[config.mk]
export PLATFORM = sky130hd
export DESIGN_NAME = fault_irq_ctrl
export DESIGN_NICKNAME = d
export VERILOG_FILES = /design/src/rtl/fault_irq_pkg.sv /design/src/rtl/fault_sync.sv /design/src/rtl/fault_frame_tracker.sv /design/src/rtl/fault_latch_bank.sv /design/src/rtl/fault_irq_ctrl.sv
export SDC_FILE = /design/constraint.sdc
export NUM_CORES = 1
export LEC_CHECK = 0
export ABC_AREA = 1
export BUFFER_PORTS_ARGS = -buffer_cell sky130_fd_sc_hd__buf_2
export CAP_MARGIN = 20
export CORE_ASPECT_RATIO = 0.5
export CORE_MARGIN = 5
export CORE_UTILIZATION = 35
export CTS_CLUSTER_DIAMETER = 60
export CTS_CLUSTER_SIZE = 28
export DETAILED_ROUTE_END_ITERATION = 6
export MAX_ROUTING_LAYER = met4
export PLACE_DENSITY = 0.65
export SYNTH_ARGS = -nofsm -noshare
export SYNTH_HDL_FRONTEND = slang
export SYNTH_SLANG_ARGS = --single-unit
export TNS_END_PERCENT = 5
[constraint.sdc]
create_clock -name clk -period 1.3 [get_ports clk]
set_clock_uncertainty 0.1 [all_clocks]
set_input_delay 0.13 -clock clk [delete_from_list [all_inputs] [get_ports clk]]
set_output_delay 0.13 -clock clk [all_outputs]
set_load 0.005 [all_outputs]
[src/rtl/fault_irq_pkg.sv]
package fault_irq_pkg;
  // Chip-select events seen by the latch bank
  typedef struct packed {
    logic fall;    // first low cycle of a frame
    logic rise;    // first high cycle after a frame
    logic active;  // frame in progress (registered chip select low)
  } cs_evt_t;
endpackage

[src/rtl/fault_sync.sv]
module fault_sync #(
  parameter int W      = 8,
  parameter int STAGES = 2
) (
  input  logic         clk,
  input  logic         rst,
  input  logic [W-1:0] d,
  output logic [W-1:0] q
);
  logic [W-1:0] stg [STAGES];

  always_ff @(posedge clk) begin
    if (rst) begin
      for (int s = 0; s < STAGES; s++) stg[s] <= '0;
    end else begin
      stg[0] <= d;
      for (int s = 1; s < STAGES; s++) stg[s] <= stg[s-1];
    end
  end

  assign q = stg[STAGES-1];
endmodule

[src/rtl/fault_frame_tracker.sv]
module fault_frame_tracker
  import fault_irq_pkg::*;
#(
  parameter int W = 8
) (
  input  logic         clk,
  input  logic         rst,
  input  logic         cs_n,
  input  logic [W-1:0] fault_s,
  input  logic [W-1:0] lat_q,
  output cs_evt_t      evt,
  output logic [W-1:0] hold,
  output logic [W-1:0] snap_q
);
  logic         cs_q;
  logic [W-1:0] fs_d;
  logic [W-1:0] chg_q;
  logic [W-1:0] edge_now;

  assign evt.fall   = cs_q & ~cs_n;
  assign evt.rise   = ~cs_q & cs_n;
  assign evt.active = ~cs_q;
  assign edge_now   = fault_s ^ fs_d;
  // Changes seen earlier in the frame, plus one arriving in the rise cycle
  assign hold       = chg_q | (edge_now & {W{~cs_q}});

  always_ff @(posedge clk) begin
    if (rst) begin
      cs_q   <= 1'b1;
      fs_d   <= '0;
      chg_q  <= '0;
      snap_q <= '0;
    end else begin
      cs_q <= cs_n;
      fs_d <= fault_s;
      if (evt.fall)        chg_q <= '0;
      else if (evt.active) chg_q <= chg_q | edge_now;
      if (evt.fall)        snap_q <= lat_q;
    end
  end

  AST_SNAP_HOLD: assert property (@(posedge clk) disable iff (rst)
    !evt.fall |=> $stable(snap_q)) else $error("snapshot moved outside a frame start");
endmodule

[src/rtl/fault_latch_bank.sv]
module fault_latch_bank #(
  parameter int GROUPS  = 2,
  parameter int GROUP_W = 4,
  localparam int N      = GROUPS * GROUP_W
) (
  input  logic               clk,
  input  logic               rst,
  input  logic [N-1:0]       fault_s,
  input  logic               rise,
  input  logic               frame_ok,
  input  logic [GROUPS-1:0]  mask_wr,
  input  logic [GROUPS-1:0]  clr_wr,
  input  logic [GROUP_W-1:0] cmd_data,
  input  logic [N-1:0]       hold,
  output logic [N-1:0]       lat_q,
  output logic [N-1:0]       mask_q
);
  logic apply;
  assign apply = rise & frame_ok;

  for (genvar g = 0; g < GROUPS; g++) begin : g_grp
    logic [GROUP_W-1:0] clr_g;
    assign clr_g = (apply && clr_wr[g]) ? (cmd_data & ~hold[g*GROUP_W +: GROUP_W]) : '0;

    always_ff @(posedge clk) begin
      if (rst) begin
        mask_q[g*GROUP_W +: GROUP_W] <= '0;
        lat_q[g*GROUP_W +: GROUP_W]  <= '0;
      end else begin
        if (apply && mask_wr[g]) mask_q[g*GROUP_W +: GROUP_W] <= cmd_data;
        // A present fault wins over its own clear
        lat_q[g*GROUP_W +: GROUP_W] <= (lat_q[g*GROUP_W +: GROUP_W] & ~clr_g)
                                      | fault_s[g*GROUP_W +: GROUP_W];
      end
    end
  end

  AST_LATCH_STICKY: assert property (@(posedge clk) disable iff (rst)
    !(rise && frame_ok && (|clr_wr)) |=> ((lat_q & $past(lat_q)) == $past(lat_q)))
    else $error("latch fell without a clear");
  AST_BAD_FRAME_NOP: assert property (@(posedge clk) disable iff (rst)
    (rise && !frame_ok) |=> ($stable(mask_q) && ((lat_q & $past(lat_q)) == $past(lat_q))))
    else $error("invalid frame changed state");
  AST_CHANGED_KEPT: assert property (@(posedge clk) disable iff (rst)
    rise |=> ((lat_q & $past(hold & lat_q)) == $past(hold & lat_q)))
    else $error("changed fault was cleared");
  AST_MASK_QUIET: assert property (@(posedge clk) disable iff (rst)
    !(rise && frame_ok && (|mask_wr)) |=> $stable(mask_q))
    else $error("mask moved without a write");
endmodule

[src/rtl/fault_irq_ctrl.sv]
module fault_irq_ctrl
  import fault_irq_pkg::*;
#(
  parameter int GROUPS      = 2,
  parameter int GROUP_W     = 4,
  parameter int SYNC_STAGES = 2,
  localparam int N          = GROUPS * GROUP_W
) (
  input  logic               clk,
  input  logic               rst,
  input  logic [N-1:0]       fault_raw,
  input  logic               cs_n,
  input  logic               frame_ok,
  input  logic [GROUPS-1:0]  mask_wr,
  input  logic [GROUPS-1:0]  clr_wr,
  input  logic [GROUP_W-1:0] cmd_data,
  output logic               irq,
  output logic [N-1:0]       status
);
  logic [N-1:0] fault_s;
  logic [N-1:0] lat_q;
  logic [N-1:0] mask_q;
  logic [N-1:0] hold;
  cs_evt_t      evt;
  logic         irq_q;

  fault_sync #(.W(N), .STAGES(SYNC_STAGES)) u_sync (
    .clk(clk), .rst(rst), .d(fault_raw), .q(fault_s)
  );

  fault_frame_tracker #(.W(N)) u_trk (
    .clk(clk), .rst(rst), .cs_n(cs_n), .fault_s(fault_s), .lat_q(lat_q),
    .evt(evt), .hold(hold), .snap_q(status)
  );

  fault_latch_bank #(.GROUPS(GROUPS), .GROUP_W(GROUP_W)) u_bank (
    .clk(clk), .rst(rst), .fault_s(fault_s), .rise(evt.rise),
    .frame_ok(frame_ok), .mask_wr(mask_wr), .clr_wr(clr_wr),
    .cmd_data(cmd_data), .hold(hold), .lat_q(lat_q), .mask_q(mask_q)
  );

  always_ff @(posedge clk) begin
    if (rst) irq_q <= 1'b0;
    else     irq_q <= |(lat_q & mask_q);
  end
  assign irq = irq_q;

  AST_IRQ_FOLLOWS: assert property (@(posedge clk) disable iff (rst)
    ((|(lat_q & mask_q)) && $stable(lat_q) && $stable(mask_q)) |-> irq_q)
    else $error("enabled latch without interrupt");
  AST_IRQ_SOURCE: assert property (@(posedge clk) disable iff (rst)
    $rose(irq_q) |-> (|($past(lat_q) & $past(mask_q))))
    else $error("interrupt without enabled latch");
endmodule

==> Yosys cells after proc, flatten, opt, wreduce, memory -nomap -nowiden <==
Memory sizes are Yosys's and may differ from the RTL's.
Cells that the tools add are included.
{ "totals": {"register_bits": 42, "ram_bits": 16, "mem_count": 1} }
{ "mem_list": {"columns": ["memory", "depth", "word_bits", "read_ports", "rd_ports_with_merged_regs", "wr", "line", "rtl"], "rows": [
  ["u_sync.stg", 2, 8, 2, 0, 2, "fault_sync.sv:10", "logic [W-1:0] stg [STAGES];"]
]} }
{ "op_classes": {"muxes": 7, "bitwise_logic": 22, "reduce_logical": 6} }
{ "ops": {"columns": ["cell", "n"], "rows": [
  ["bitwise AND 4 bit", 4],
  ["bitwise AND 8 bit", 2],
  ["two-way mux 8 bit", 2],
  ["inverter 4 bit", 4],
  ["bitwise OR 8 bit", 2],
  ["two-way mux 4 bit", 2],
  ["bitwise OR 4 bit", 2],
  ["OR reduction 8 bit", 1],
  ["XOR 8 bit", 1],
  ["logical AND 1 bit", 4],
  ["bitwise AND 1 bit", 3],
  ["two-way mux 1 bit", 3],
  ["inverter 1 bit", 2],
  ["bitwise OR 1 bit", 2],
  ["OR reduction 2 bit", 1]
]} }

==> Longest topological paths before layout <==
{ "logic_depth": {"depth_word": 9, "ltp_mapped": 6} }

==> Modules after synthesis <==
From an unflattened synthesis, not the netlist that was laid out.
{ "hier_totals": {"cells_unflattened": 300, "area_unflattened_um2": 2289.7} }
{ "by_module_without_submodules": {"columns": ["mod", "n_inst", "cells_each", "area_per_inst_um2", "seq_area_each_um2"], "rows": [
  ["fault_frame_tracker", 1, 130, 953.4, 500.5],
  ["fault_latch_bank", 1, 96, 724.4, 320.3],
  ["fault_sync", 1, 58, 534.3, 320.3],
  ["fault_irq_ctrl", 1, 16, 77.6, 20.0]
]} }

==> Worst setup path after synthesis <==
OpenSTA, ideal clock, no wires.
{ "synth_path": {"path_type": "reg2reg", "from": "register u_trk.cs_q", "to": "register u_bank.lat_q[5]", "setup_ps": 117, "t_arrival_ps": 989, "required_time_ps": 1083, "setup_slack_ps": 94, "stages_incl_launch_ff": 7, "path_cell_list": "dfxtp_1 buf_4 nor2_4 buf_6 nand3_1 o21bai_1 nand2_1"} }
{ "synth_between": {"elab_chain_cells": 9, "elab_cells_between_ends": 12, "classes_between": "mux: 1; bitwise: 10; reduce/logical: 1"} }
{ "synth_lines": {"columns": ["element", "line", "rtl"], "rows": [
  ["start: declaration", "fault_frame_tracker.sv:15", "logic cs_q;"],
  ["start signal: assignment", "fault_frame_tracker.sv:34", "cs_q <= cs_n;"],
  ["inverter 1 bit (*)", "fault_frame_tracker.sv:21, fault_frame_tracker.sv:25", null],
  ["bitwise AND 8 bit", "fault_frame_tracker.sv:25", "assign hold = chg_q | (edge_now & {W{~cs_q}});"],
  ["bitwise OR 8 bit", "fault_frame_tracker.sv:25", null],
  ["inverter 4 bit", "fault_latch_bank.sv:23", "assign clr_g = (apply && clr_wr[g]) ? (cmd_data & ~hold[g*GROUP_W +: GROUP_W]) : '0;"],
  ["bitwise AND 4 bit", "fault_latch_bank.sv:23", null],
  ["two-way mux 4 bit (*)", "fault_latch_bank.sv:23", null],
  ["inverter 4 bit (*)", "fault_latch_bank.sv:32", "lat_q[g*GROUP_W +: GROUP_W] <= (lat_q[g*GROUP_W +: GROUP_W] & ~clr_g)"],
  ["bitwise AND 4 bit (*)", "fault_latch_bank.sv:32", null],
  ["bitwise OR 4 bit (*)", "fault_latch_bank.sv:33", "| fault_s[g*GROUP_W +: GROUP_W];"],
  ["end signal: indexed assignment", "fault_latch_bank.sv:32", null],
  ["end: declaration", "fault_latch_bank.sv:15", "output logic [N-1:0] lat_q,"]
]} }
Mark *: on every way between the ends. The rest lies on a longest branch, timed or not.
A chain may end at the register's enable or synchronous reset.

==> Final worst setup path <==
{ "layout_path": {"from": "register u_trk.cs_q", "to": "register u_bank.lat_q[0]"} }
The elaborated chain is that of the path after synthesis.

==> run summary <==
run status = finished clean
total negative slack = 0 ps
count of nets after finishing = 338
number of global-route vias before repair = 1684
CTS max path bufs = 2
Clock transition at path regs = 50 ps
Synth-to-Final Area Change = 30.0%
Starting Density = 37.1%
DIE AREA = 0.00771 mm2
CP max-delay cell = dfxtp_1
total congestion overflow = 0
Max rail drop VDD = 0.000671 V
met2 GRT Util = 19.3%
clock tree sinks = 58
Final HPWL DP = 3190 um
CP Buf/Inv Count = 1
pre-CTS setup slack = 55.8 ps
DRC violation total after the first TritonRoute iteration = 123
Hold Path Class = input pin to register
RSZ-0062 raised after global routing = false
combinational fraction of design power = 6.0%
Placer Congestion = 0.871
P_leak = 1.23 nW
count of cell types in the netlist = 16
critical path peak fanout = 9
fmax = 861 MHz
Worst Tran Pin Value = 242 ps
Final Power = 0.00438 W
Largest stage delay, worst path = 410 ps
Max Cap Viol = 0
FP Rows = 19
CTS resizes = 0
syn_nets = 290
WHS = 11.5 ps
Tmin final = 1160 ps
DR vias = 1739
PD cells = 1610 mW/mm2
initial antenna violation count = 0
Slew Viols, Final = 0
CTS Buf Count = 9
Required @ worst endpoint = 1410 ps
via density per instance = 4.39
kind of critical path = register to register
CTS root buf = clkbuf_16
worst path cell trace = inv_2, nand3_1, nand2_1, o21bai_1, nand2_1
count of final setup violators = 0
sequential share of power = 43.2%
Setup crit end kind = register
register area share after synthesis = 55.5%
Ys Warns = 0
DRC Markers = 0
share of layout cells above drive strength 1 = 17.0%
switching share of power = 21.5%
Post-DRT Antenna Nets = 0
worst skew pair latency = 320 ps
power share of the clock group = 50.8%
Final Util = 48.3%
die span in y = 64.7 um
# fillers = 550
Top Ports = 29
Max H-tree Level = 3
global-route wire length before repair = 7380 um
most used cell, CP = nand2_1
Power Internal = 0.00344 W
met3 Use GR = 6.43%
Synth Instances = 270
final worst slack = 139 ps
number of diodes = 0
Routed WL = 4470 um
GRT Total Usage = 12.8%
Initial DRT Pass Iterations = 4
Worst path top cell family by delay = flip-flops
Port Buffers = 28
Syn Area/Cell = 7.74 um2
Rel. slew slack = 83.8%
die width = 119 um
Psw = 0.000944 W
grt peak-use layer = met2
largest net degree at the start of global routing = 23
Hold Fails Final Rpt = 0
worst path arrival time = 1270 ps
startpoint types = register
Synth Cell Area = 0.00209 mm2
wire per inst = 11.3 um
GR Util met1 = 14.4%
Final period util = 89.3%
Core Box Area = 0.00563 mm2
CTS tree = done
register bit total from synthesis = 58
through the flow:
step                      cells  instance area [um2]
after floorplan             270                 2090
after global placement      371                 2330
after detailed placement    371                 2330
after CTS                   395                 2700
after global routing        396                 2720
final                       396                 2720
worst register-to-register path, delay by kind of cell (launching register included):
kind | cells | cell delay, ps
buffers and inverters | 1 | 140
and+or+nand+nor | 3 | 260
DFF | 1 | 410
AOI/OAI and AO/OA | 1 | 140
synth_stat cells, drive strengths merged:
cell type,count,share of area [%]
nand3,24,5.7
clkbuf,3,0.54
clkinv,1,0.18
inv,50,9.0
nand2,60,11
dfxtp,58,56
o21bai,8,2.9
buf,4,1.5
a21oi,32,7.7
o21ai,1,0.42
nand4,2,0.60
nor2,27,5.2
path summary, 6_finish.rpt:
kind | slack (ps) | endpoint | startpoint | depth (start not counted)
min | 10 | u_trk.cs_q$_SDFF_PP1_ | rst | 3
max | 140 | u_bank.lat_q[0]$_SDFF_PP0_ | u_trk.cs_q$_SDFF_PP1_ | 5
min reg2reg | 300 | u_sync.stg[0][15]$_SDFF_PP0_ | u_sync.stg[0][7]$_SDFF_PP0_ | 2
max reg2reg | 140 | u_bank.lat_q[0]$_SDFF_PP0_ | u_trk.cs_q$_SDFF_PP1_ | 5
power groups by stage:
stage                     sequential (W)  combinational, W  clock [W]
after floorplan                  0.00192          0.000137          0
final                            0.00189          0.000263    0.00223
after global routing             0.00190          0.000300    0.00237
after global placement           0.00192          0.000236          0
after detailed placement         0.00193          0.000242          0
after CTS                        0.00189          0.000261    0.00227
layout make-up:
| cell class | instances | area (um2) | share of cell area, % |
|---|---|---|---|
| Multi-Input combinational cell | 154 | 696 | 25.6 |
| Tap cell | 73 | 91.3 | 3.36 |
| Clock buffer | 10 | 229 | 8.42 |
| Timing Repair Buffer | 44 | 293 | 10.8 |
| Sequential cell | 58 | 1160 | 42.7 |
| Clock inverter | 6 | 57.6 | 2.12 |
| Inverter | 51 | 191 | 7.04 |
registers in the layout, indices dropped and copies added (netlist names):
name / cells
u_bank.mask_q: 8
u_trk.fs_d: 8
u_trk.snap_q: 8
irq: 1
u_trk.chg_q: 8
u_sync.stg: 16
u_trk.cs_q: 1
u_bank.lat_q: 8
cells by family after synthesis:
logic type | share of synthesized area, %
AND/OR/NAND/NOR | 22.3
flip-flops | 55.5
buffers and inverters | 11.2
AO/OA/AOI/OAI | 11.0
placed cells by master (no fill, tap or decap):
cell,n
dfxtp_1,58
o21ai_2,1
nor2_4,1
a21oi_1,32
clkinv_2,4
nand2_1,60
inv_2,2
buf_4,7
nand4_1,2
clkbuf_1,1
buf_12,1
bufinv_16,1
nor2_1,26
clkbuf_16,9
dlygate4sd3_1,8
buf_2,28
o21bai_1,8
nand3_1,24
clkinvlp_4,1
clkinv_1,1
inv_1,48
repair_timing:
action / 4_1_cts / 5_1_grt
hold buffers: 8 / 0
buffers inserted: 0 / 1
endpoints found under the setup margin: 0 / 8
hold endpoints to repair: 8 / 0
per-layer routing:
layer / wire (um) / share of wire (%) / up-vias
met5: 0 / 0 / -
met4: 71 / 1.6 / 0
met3: 230 / 5.1 / 8
met2: 2050 / 46 / 32
met1: 2120 / 47 / 765
li1: - / - / 934
Power figures use the tool's default switching activity.
